==> src/rtl/serial_slot_tx.sv <==
module serial_slot_tx #(
  parameter int SAMPLE_W = 20,
  parameter int SLOT_W   = 32,
  parameter int SLOTS    = 8,
  parameter int MAX_BITS = 512
) (
  input  logic                bclk,
  input  logic                rst_n,
  input  logic                lrclk,
  input  logic [2:0]          mode,
  input  logic [SAMPLE_W-1:0] left_i,
  input  logic [SAMPLE_W-1:0] right_i,
  output logic                sdata_o,
  output logic                sdata_oe_o
);
  localparam int CNT_W = $clog2(MAX_BITS);
  localparam int BIT_W = $clog2(SLOT_W);
  localparam int PAIRS = SLOTS / 2;
  localparam int FRAME = SLOT_W * SLOTS;
  localparam logic [CNT_W-1:0] POS_MAX = '1;

  logic                lr_q, primed;
  logic [CNT_W-1:0]    pos_q, pos_n, idx;
  logic [SAMPLE_W-1:0] left_q, right_q, cur_l, cur_r, word, shifted;
  logic                drive;

  wire i2s     = (mode == 3'd0);
  wire tdm     = (int'(mode) >= 1) && (int'(mode) <= PAIRS);
  wire rise    = primed & lrclk & ~lr_q;
  wire fall    = primed & ~lrclk & lr_q;
  wire restart = i2s ? (rise | fall) : rise;
  wire latch   = i2s ? fall : rise;

  wire [CNT_W-BIT_W-1:0] slot = pos_n[CNT_W-1:BIT_W];
  wire [BIT_W-1:0]       bitp = pos_n[BIT_W-1:0];

  assign pos_n = restart ? '0 : (pos_q == POS_MAX ? pos_q : pos_q + 1'b1);
  assign cur_l = latch ? left_i  : left_q;
  assign cur_r = latch ? right_i : right_q;

  always_comb begin
    drive = 1'b0;
    word  = cur_l;
    idx   = pos_n;
    if (i2s) begin
      drive = int'(pos_n) < SAMPLE_W;
      word  = lrclk ? cur_r : cur_l;
    end else if (tdm) begin
      drive = (int'(pos_n) < FRAME) && (int'(slot >> 1) == int'(mode) - 1)
              && (int'(bitp) < SAMPLE_W);
      word  = slot[0] ? cur_r : cur_l;
      idx   = CNT_W'(bitp);
    end
  end

  assign shifted = word << idx;

  always_ff @(negedge bclk or negedge rst_n) begin
    if (!rst_n) begin
      lr_q       <= 1'b0;
      primed     <= 1'b0;
      pos_q      <= POS_MAX;
      left_q     <= '0;
      right_q    <= '0;
      sdata_o    <= 1'b0;
      sdata_oe_o <= 1'b0;
    end else begin
      lr_q       <= lrclk;
      primed     <= 1'b1;
      pos_q      <= pos_n;
      sdata_oe_o <= drive;
      sdata_o    <= drive & shifted[SAMPLE_W-1];
      if (latch) begin
        left_q  <= left_i;
        right_q <= right_i;
      end
    end
  end
endmodule

==> config.mk <==
export PLATFORM = sky130hd
export DESIGN_NAME = serial_slot_tx
export DESIGN_NICKNAME = d
export VERILOG_FILES = /design/src/rtl/serial_slot_tx.sv
export SDC_FILE = /design/constraint.sdc
export NUM_CORES = 1
export LEC_CHECK = 0
export ABC_AREA = 1
export CORE_ASPECT_RATIO = 0.75
export CORE_UTILIZATION = 54
export CTS_CLUSTER_DIAMETER = 60
export DETAILED_ROUTE_END_ITERATION = 10
export PLACE_DENSITY = 0.8
export SLEW_MARGIN = 0
export SYNTH_ARGS = -nofsm -noshare
export SYNTH_HDL_FRONTEND = slang
export SYNTH_SLANG_ARGS = --single-unit
==> constraint.sdc <==
create_clock -name bclk -period 2.7 [get_ports bclk]
set_input_delay 0.54 -clock bclk [delete_from_list [all_inputs] [get_ports bclk]]
set_output_delay 0.54 -clock bclk [all_outputs]
set_load 0.005 [all_outputs]
---- Yosys cells after proc, flatten, opt, wreduce, memory -nomap -nowiden ----
Cells that the tools add are included.
word-level totals
  bits in registers ....................... 53
  input port bits ......................... 46
  output and inout port bits .............. 2
  logic and storage cells ................. 43
cells by class
  reductions and logical operators ........ 4
  muxes and demuxes ....................... 14
  equal/unequal tests ..................... 2
  $add $sub $neg .......................... 2
  shift operators ......................... 1
  bitwise gates (word level) .............. 8
  magnitude comparators ................... 5
operator list
  cell                                                               count
  2-to-1 mux 20 bit                                                  6
  2-to-1 mux 9 bit                                                   4
  left shift 20 x 9 -> 20 bit                                        1
  adder 9 x 1 -> 9 bit, second input constant                        1
  == test 9 bit, second input constant                               1
  less-than comparator 9 x 5 -> 1 bit, second input constant         1
  less-than comparator 9 bit, second input constant                  1
  AND 1 bit                                                          5
  less-than comparator 5 bit, second input constant                  1
  == test 4 bit                                                      1
  2-to-1 mux 1 bit                                                   4
  subtractor 3 x 1 -> 4 bit, second input constant                   1
  greater-or-equal comparator 3 x 1 -> 1 bit, second input constant  1
  <= comparator 3 bit, second input constant                         1
  logical AND 1 bit                                                  3
  logical NOT 3 bit                                                  1
  inverter 1 bit                                                     2
  bitwise OR 1 bit                                                   1

---- Depth between registers and ports, before layout ----
Gate-level depths: netlist of run 1.
  depth in word-level cells ............... 12
  mapped depth ............................ 18
  mapped depth without buffers ............ 18

==> metrics.txt, run 1 <==
n_diodes 0; RR Startpoint pos_q[0]; WP data arrival 2.91 ns; fin util 0.917; most frequent cells in the layout nand2_1 (114), inv_1 (69), buf_4 (50), dfrtn_1 (44), clkdlybuf4s50_1 (40); synthesized area per cell 7.52 sq um; most area-consuming cells after synthesis dfrtn_1 (37%), nand2_1 (18%), inv_1 (8.9%); Reg area 1340 sq um; antenna-violating nets left 0; CP required 1.69 ns; full die area 5850 sq um; yosys warns 0; syn nets 449; GR Util All Layers 0.380; clock slew at reported path FFs 0.07 ns; most common cell after layout, fill and taps aside nand2_1; # setup viols final 51; Max Slew Vio Count 0; core outline area 5350 sq um; critical path launch point mode[1]; Critical Path End Type flop; final hold vios 0; hold crit path type reg2reg; # rows 23; Worst Skew 0.0968 ns; grt total ovfl 0; largest net degree at the start of global routing 54; synth unique cells 31; routed len/inst 21.1 um; RSZ-0062 raised after global routing yes; Post-DP HPWL 5.12 mm; CTS Buf Count 5; design area 4910 sq um; P per Cell Area 672 nW/um^2; Pleak 2.53 nW; clk root buf clkbuf_8; Gate Count Post-Synth 398; layout cells sized above 1 0.390; Clock Latency Late Sink 0.42 ns; Max stage delay on crit path 0.31 ns; drc violations 0; slowest stage cell, crit path nand4_1; antenna violations before repair 0; count of state elements after synthesis 53; Longest Clk Path Bufs 2; Net count, final 581; Vias 3,607; post-synthesis sequential area ratio 0.447; Setup WS pre-CTS -1.56 ns; H-tree levels 2; total wire length 12.8 mm; VDD IR max 0.000481 V; DRT Pass-1 Iters 5; HP Start right_q[6]; via/cell ratio 5.95; crit path kind in2reg; hold slack 0.463 ns; Pwr Total 3.30 mW; area growth from synthesis to layout 63.9%; critical-path cell list buf_12 -> inv_16 -> ha_4 -> inv_4 -> nor2_4 -> nand3_2 -> buf_4 -> nand2_8 -> buf_4 -> nand2_1 -> nand2_1 -> o21ai_2 -> nand2_1 -> nand3_2 -> nand3_2 -> nand4_1 -> a21oi_2; final worst slack -1.22 ns; DRT iter0 DRCs 409; area of the multi-input gates 1710 sq um; Initial Utilization 0.559; Fill cells 196; Die Wd 88.0 um; Port Buffer Count 47; status complete, but fails checks; num ports 48; first-pass GRT wire length 16.2 mm; Placed Area 3930 sq um; post-synth top area share 0.368; clock sinks 53; crit path max fanout 10; CP Launch Type input pin; Yosys top cell by area dfrtn_1; Max Cap Violations 0; CTS tree yes; GP Congestion 0.826; vias in the first global route 3,295; Die H 66.5 um; failing checks setup timing; Syn Std Cell Area 2990 sq um
-- critical path, delay by kind of cell --
family                     cells  cell delay (ns)
buffers and inverters          5             0.57
adders and majority gates      1             0.14
and+or+nand+nor                9             1.28
AOI/OAI and AO/OA              2             0.37
-- per-stage QoR --
| step | cells | TNS, ns |
|---|---|---|
| after global routing | 606 | -16.30 |
| final | 606 | -14.94 |
| after floorplan | 398 | -6.86 |
| after detailed placement | 557 | -51.88 |
| after global placement | 557 | -49.61 |
| after CTS | 603 | -7.36 |
-- cells in the mapped netlist --
library cell  instances
a21oi_1               5
nor2_4                1
a21o_1                1
nand3b_1              4
dfstp_2               9
inv_1                71
nor3_1                1
nor2_8                1
buf_2                 5
o21ai_1              12
a21oi_2               3
ha_1                  5
nand2_2               4
nand2_4               1
o21ai_0              18
nand4_2               1
nor2_1                5
or2_2                 1
xor2_1                3
buf_6                 5
o21a_1               10
nand3_1              29
dfrtn_1              44
conb_1                1
nand3_4               2
nand2_1             145
xnor2_1               3
nand4_1               1
buf_4                 1
inv_2                 4
nor2_2                2
-- worst paths after layout --
path / slack, ns / cells past startpoint / to
max reg2reg: -0.34 / 14 / sdata_o
max: -1.22 / 17 / sdata_o
min reg2reg: 0.46 / 2 / right_q[6]
min: 0.46 / 2 / right_q[6]
min in group asynchronous: 1.45 / 2 / left_q[5]
max in group asynchronous: 0.90 / 2 / pos_q[0]
-- layout make-up --
cell class	instances	area share
Clock buffer	7	0.0176
Multi-Input combinational cell	260	0.348
Tap cell	75	0.0191
Sequential cell	53	0.272
Inverter	74	0.0650
Clock inverter	10	0.00790
Timing Repair Buffer	126	0.268
Timing Repair inverter	1	0.00153
-- report_power, final --
part | internal, mW | switching, mW | leakage (nW) | total, mW
sequential | 0.973 | 0.0936 | 0.624 | 1.07
clock | 0.226 | 0.336 | 0.0962 | 0.562
combinational | 0.743 | 0.927 | 1.81 | 1.67
-- metal layers --
metal  routed length [um]  GRT usage  part of all wire
met1                 4470      0.453              0.35
met2                 5950      0.630              0.46
met3                 1470     0.0818              0.11
met4                  912      0.234             0.071
met5                    0          0                 0
-- kinds of logic after synthesis --
group / after synthesis / synth area share
simple gates: 198 / 0.295
buf+inv: 86 / 0.124
flops: 53 / 0.447
compound gates: 49 / 0.0949
xor+xnor: 6 / 0.0176
fa+ha+maj: 5 / 0.0209
other cells: 1 / 0.00125
-- what timing repair did --
action,CTS,global route
buffers inserted,27,2
endpoints found under the setup margin,53,53
pin swaps,26,38
gates resized for setup,110,64
gates cloned,5,1
hold buffers,0,0
-- flip-flops by register name, indices dropped and copies added (netlist names) --
signal / count
left_q: 20
pos_q: 9
primed: 1
lr_q: 1
right_q: 20
sdata_oe_o: 1
sdata_o: 1
Note: power is estimated with default switching activity, not from simulation.
==> run 2, diff against run 1 <==
- CORE_ASPECT_RATIO: 0.75 -> not set
- GPL_TIMING_DRIVEN: not set -> 0
==> run 2 against run 1 <==
Against the previous run:
- the run still ends with setup timing left
- clock skew down 0.014 ns
- sequential cell count stayed put
- design area decreased by 6.2%
- critical path depth grew 2
- power decreased by 13%
- non-clock buffer count decreased by 24
- global-route usage fell by 9.4 points
- largest power group unchanged
==> metrics.txt, run 2 (synthesized netlist as in run 1, its figures left out) <==
status complete, but fails checks; failing checks setup timing; Placed Cells 516; num ports 48; Cell Count, Final, Fillers Out 575; WP data arrival 2.42 ns; full die area 5850 sq um; Reg area 1340 sq um; Vias 3,295; met3 Use GR 0.0503; GP Congestion 0.822; CTS Buf Count 5; Post-DP HPWL 4.71 mm; Max Slew Vio Count 0; DRT iter0 DRCs 366; met1 usage 0.342; routed len/inst 18.2 um; Longest Clk Path Bufs 2; first-pass GRT wire length 13.3 mm; Port Buffer Count 47; Worst Skew 0.0827 ns; Die H 76.5 um; Worst path most repeated cell nand2_1; most common cell after layout, fill and taps aside nand2_1; slew of the pin with the lowest slew margin 0.573 ns; antenna violations before repair 0; CP Launch Type input pin; final worst slack -0.902 ns; # setup viols final 47; CTS tree yes; Hold-fix buffers, CTS 0; slew margin rel. 0.618; P per Cell Area 626 nW/um^2; clock power share 0.217; GR Util All Layers 0.286; grt total ovfl 0; Pwr Total 2.88 mW; Clock Latency Late Sink 0.39 ns; CP required 1.52 ns; VDD IR max 0.000412 V; Pleak 2.39 nW; most frequent cells in the layout nand2_1 (86), inv_1 (69), nand2_2 (44), dfrtn_1 (44), clkdlybuf4s50_1 (40); final hold vios 0; Top Registers left_q x20, right_q x20, pos_q x9; RSZ-0062 raised after global routing yes; Critical Path End Type flop; total wire length 10.5 mm; Fill cells 256; area growth from synthesis to layout 53.7%; Max stage delay on crit path 0.18 ns; Seq pwr share 0.370; clock sinks 53; Most Used Layer, Global Route met2; Max Cap Violations 0; grt met2 use 0.513; layout cells sized above 1 0.378; DRT Pass-1 Iters 5; Initial Utilization 0.572; n_diodes 0; drc violations 0; area of the multi-input gates 1680 sq um; H-tree levels 2; crit path max fanout 7; crit path kind in2reg; # rows 26; Switching Fraction 0.387; vias in the first global route 2,936; hold crit path type reg2reg; Cell Int Power 1.76 mW; via/cell ratio 5.73; switching power 1.11 mW; Net count, final 555; clock slew at reported path FFs 0.06 ns; largest net degree at the start of global routing 30; clk root buf clkbuf_8; critical-path cell list buf_12 -> inv_16 -> ha_4 -> inv_4 -> nor2_4 -> nand3_4 -> nand2_4 -> inv_6 -> nand3_4 -> buf_6 -> nand2_1 -> o21ai_1 -> nand2_1 -> nand3_1 -> nand2_1 -> nand3_1 -> nand2_2 -> nand2_2 -> a21oi_2; Die Wd 76.5 um; logic gate share of total power 0.414; antenna-violating nets left 0; slowest stage cell, crit path nor2_4; core outline area 5240 sq um
## run 2: repair_timing
| item | CTS | global route |
|---|---|---|
| buffers inserted | 31 | 11 |
| gates cloned | 3 | 0 |
| pin swaps | 23 | 30 |
| setup endpoints to repair | 53 | 47 |
| gates resized for setup | 100 | 79 |
## run 2: path summary, 6_finish.rpt
kind / from / slack (ns) / to / cells past startpoint
worst max-delay path: mode[1] / -0.90 / sdata_o / 19
worst min-delay path: right_q[4] / 0.42 / right_q[4] / 2
worst max register to register: pos_q[0] / 0.04 / sdata_o / 15
worst min register to register: right_q[4] / 0.42 / right_q[4] / 2
max in group asynchronous: rst_n / 0.67 / right_q[16] / 2
min in group asynchronous: rst_n / 1.45 / right_q[11] / 1
## run 2: power groups by stage
stage	Combinational [mW]	Clock [mW]	Sequential [mW]
after CTS	0.925	0.599	1.04
after global routing	1.27	0.648	1.07
final	1.19	0.624	1.06
after detailed placement	0.788	0.0228	1.05
after floorplan	0.558	0.0228	1.03
after global placement	0.768	0.0228	1.04
## run 2: area by class of cell
cell class	instances	share of cell area
plain buffers	9	0.0237
inverters	74	0.0666
clock buffers	5	0.0150
repair buffers	93	0.203
flip-flops and latches	53	0.291
multi-input cells	259	0.366
clock inverters	12	0.0166
well taps	70	0.0190
## run 2: through the flow
stage	utilization	hold slack [ns]	cell area (sq um)	setup slack (ns)	setup TNS [ns]
after floorplan	-	0.400	3070	-0.684	-6.86
after global placement	0.693	0.417	3630	-1.68	-133.27
after detailed placement	0.695	0.423	3640	-1.70	-50.47
after CTS	0.816	0.421	4270	-0.652	-3.07
after global routing	0.879	0.447	4600	-0.971	-9.35
final	0.879	0.422	4600	-0.902	-6.75
## run 2: per-layer routing
layer / routed length, um / vias up
li1: - / 1421
met1: 3800 / 1538
met2: 5140 / 267
met3: 947 / 69
met4: 576 / 0
met5: 0 / -
## run 2: worst max-delay path, delay by kind of cell
kind / cells / cell delay, ns
adder cells (fa/ha/maj): 1 / 0.15
buffers and inverters: 5 / 0.41
AND/OR/NAND/NOR: 11 / 1.16
AO/OA/AOI/OAI: 2 / 0.14
==> run 3, diff against run 2 <==
==> constraint.sdc (replaced) <==
create_clock -name bclk -period 2.7 [get_ports bclk]
set_input_delay 0.54 -clock bclk [delete_from_list [all_inputs] [get_ports bclk]]
set_output_delay 0.54 -clock bclk [all_outputs]
set_load 0.1 [all_outputs]
==> run 3 against run 2 <==
Against the previous run:
- die area is the same
- non-clock buffer count is the same
- sequential power is essentially flat
- routed wire length grew 0.31%
- core utilization grew 0.57 points
- worst setup slack lost 0.0049 ns
- critical path depth is the same
- clock skew shrank 0.0062 ns
- critical endpoint unchanged
- first-iteration DRC count grew 21%
- sequential share of layout area shrank 0.19 points
- clock power is essentially flat
- the run still ends with setup timing left
==> metrics.txt, run 3 (synthesized netlist as in run 1, its figures left out) <==
hold crit path type reg2reg; GR Util All Layers 0.287; crit path kind in2reg; Longest Clk Path Bufs 2; status complete, but fails checks; largest net degree at the start of global routing 30; total wire length 10.5 mm; Pleak 2.40 nW; core outline area 5240 sq um; routed len/inst 18.2 um; final worst slack -0.906 ns; Port Buffer Count 47; fin util 0.884; # rows 26; slew of the pin with the lowest slew margin 0.581 ns; Critical Path End Type flop; Worst R2R Setup Slack 0.05 ns; grt total ovfl 0; Max Slew Vio Count 0; n_diodes 0; Vias 3,325; Clock Latency Late Sink 0.39 ns; antenna violations before repair 0; Die Wd 76.5 um; RSZ-0062 raised after global routing yes; # setup viols final 49; Worst setup endpoint sdata_o; drc violations 0; P per Cell Area 637 nW/um^2; slew margin rel. 0.613; Hold-fix buffers, CTS 0; first-pass GRT wire length 13.3 mm; failing checks setup timing; Max Cap Violations 0; vias in the first global route 2,944; clock slew at reported path FFs 0.06 ns; antenna-violating nets left 0; most common cell after layout, fill and taps aside nand2_1; Post-DP HPWL 4.71 mm; CP required 1.52 ns; RR Startpoint pos_q[0]; area growth from synthesis to layout 54.7%; Initial Utilization 0.572; WP data arrival 2.42 ns; Top Registers left_q x20, right_q x20, pos_q x9; DRT iter0 DRCs 442; H-tree levels 2; CP Launch Type input pin; CTS tree yes; critical path launch point mode[1]; full die area 5850 sq um; clk root buf clkbuf_8; CTS Buf Count 5; GP Congestion 0.822; via/cell ratio 5.78; most frequent cells in the layout nand2_1 (86), inv_1 (69), nand2_2 (44), dfrtn_1 (44), clkdlybuf4s50_1 (40); num ports 48; Die H 76.5 um; final hold vios 0; VDD IR max 0.000411 V; Worst Skew 0.0765 ns; DRT Pass-1 Iters 7; layout cells sized above 1 0.378; worst flop-to-flop path endpoint sdata_o; crit path max fanout 7; Worst Reg-to-Reg Cells 16; clock sinks 53; Net count, final 555; Pwr Total 2.95 mW
## run 3: worst max-delay path: stages
cell and delay, ns:
buf_12 0.11, inv_16 0.05, ha_4 0.15, inv_4 0.04, nor2_4 0.18, nand3_4 0.13
nand2_4 0.12, inv_6 0.05, nand3_4 0.12, buf_6 0.16, nand2_1 0.07, o21ai_1 0.11
nand2_1 0.11, nand3_1 0.11, nand2_1 0.08, nand3_1 0.09, nand2_2 0.06, nand2_2 0.08
a21oi_2 0.05
## run 3: per-layer routing
layer	vias up	part of all wire	wire (um)	global-route usage
met3	88	0.084	877	0.0503
li1	1426	-	-	-
met5	-	0	0	0
met1	1535	0.38	3940	0.343
met4	0	0.063	663	0.104
met2	276	0.48	5010	0.514
## run 3: timing repair
item	in CTS	in global routing
hold endpoints to repair	0	0
setup buffers	31	11
endpoints found under the setup margin	53	47
pin swaps	23	30
cloned	3	0
gates resized for setup	110	79
## run 3: stage by stage
stage | TNS, ns | cell area, sq um | hold WS (ns) | worst slack (ns) | instances
floorplan | -7.14 | 3070 | 0.400 | -0.684 | 398
global placement | -134.53 | 3630 | 0.417 | -1.68 | 515
detailed placement | -51.73 | 3640 | 0.423 | -1.70 | 516
CTS | -3.32 | 4300 | 0.421 | -0.652 | 565
global route | -9.60 | 4630 | 0.447 | -0.972 | 575
finish | -7.15 | 4630 | 0.422 | -0.906 | 575
## run 3: worst min path at each step
stage          cells past startpoint        start           to  slack, ns
2_1_floorplan                      2    left_q[4]    left_q[4]       0.40
3_3_place_gp                       2  right_q[10]  right_q[10]       0.42
3_5_place_dp                       2  right_q[14]  right_q[14]       0.42
4_1_cts                            2  right_q[14]  right_q[14]       0.42
5_1_grt                            2   left_q[10]   left_q[10]       0.45
6_report                           2    left_q[6]    left_q[6]       0.42
## run 3: cell type report
type,count,area [sq um]
inverters,74,307
well taps,70,87.6
plain buffers,9,109
fillers,253,606
clock buffers,5,68.8
flip-flops and latches,53,1340
clock inverters,12,76.3
multi-input cells,259,1680
repair buffers,93,963
## run 3: report_power, final
part	internal [mW]	switching, mW	leakage, nW	total (mW)
sequential	0.973	0.0952	0.624	1.07
combinational	0.520	0.741	1.68	1.26
clock	0.292	0.332	0.0982	0.623
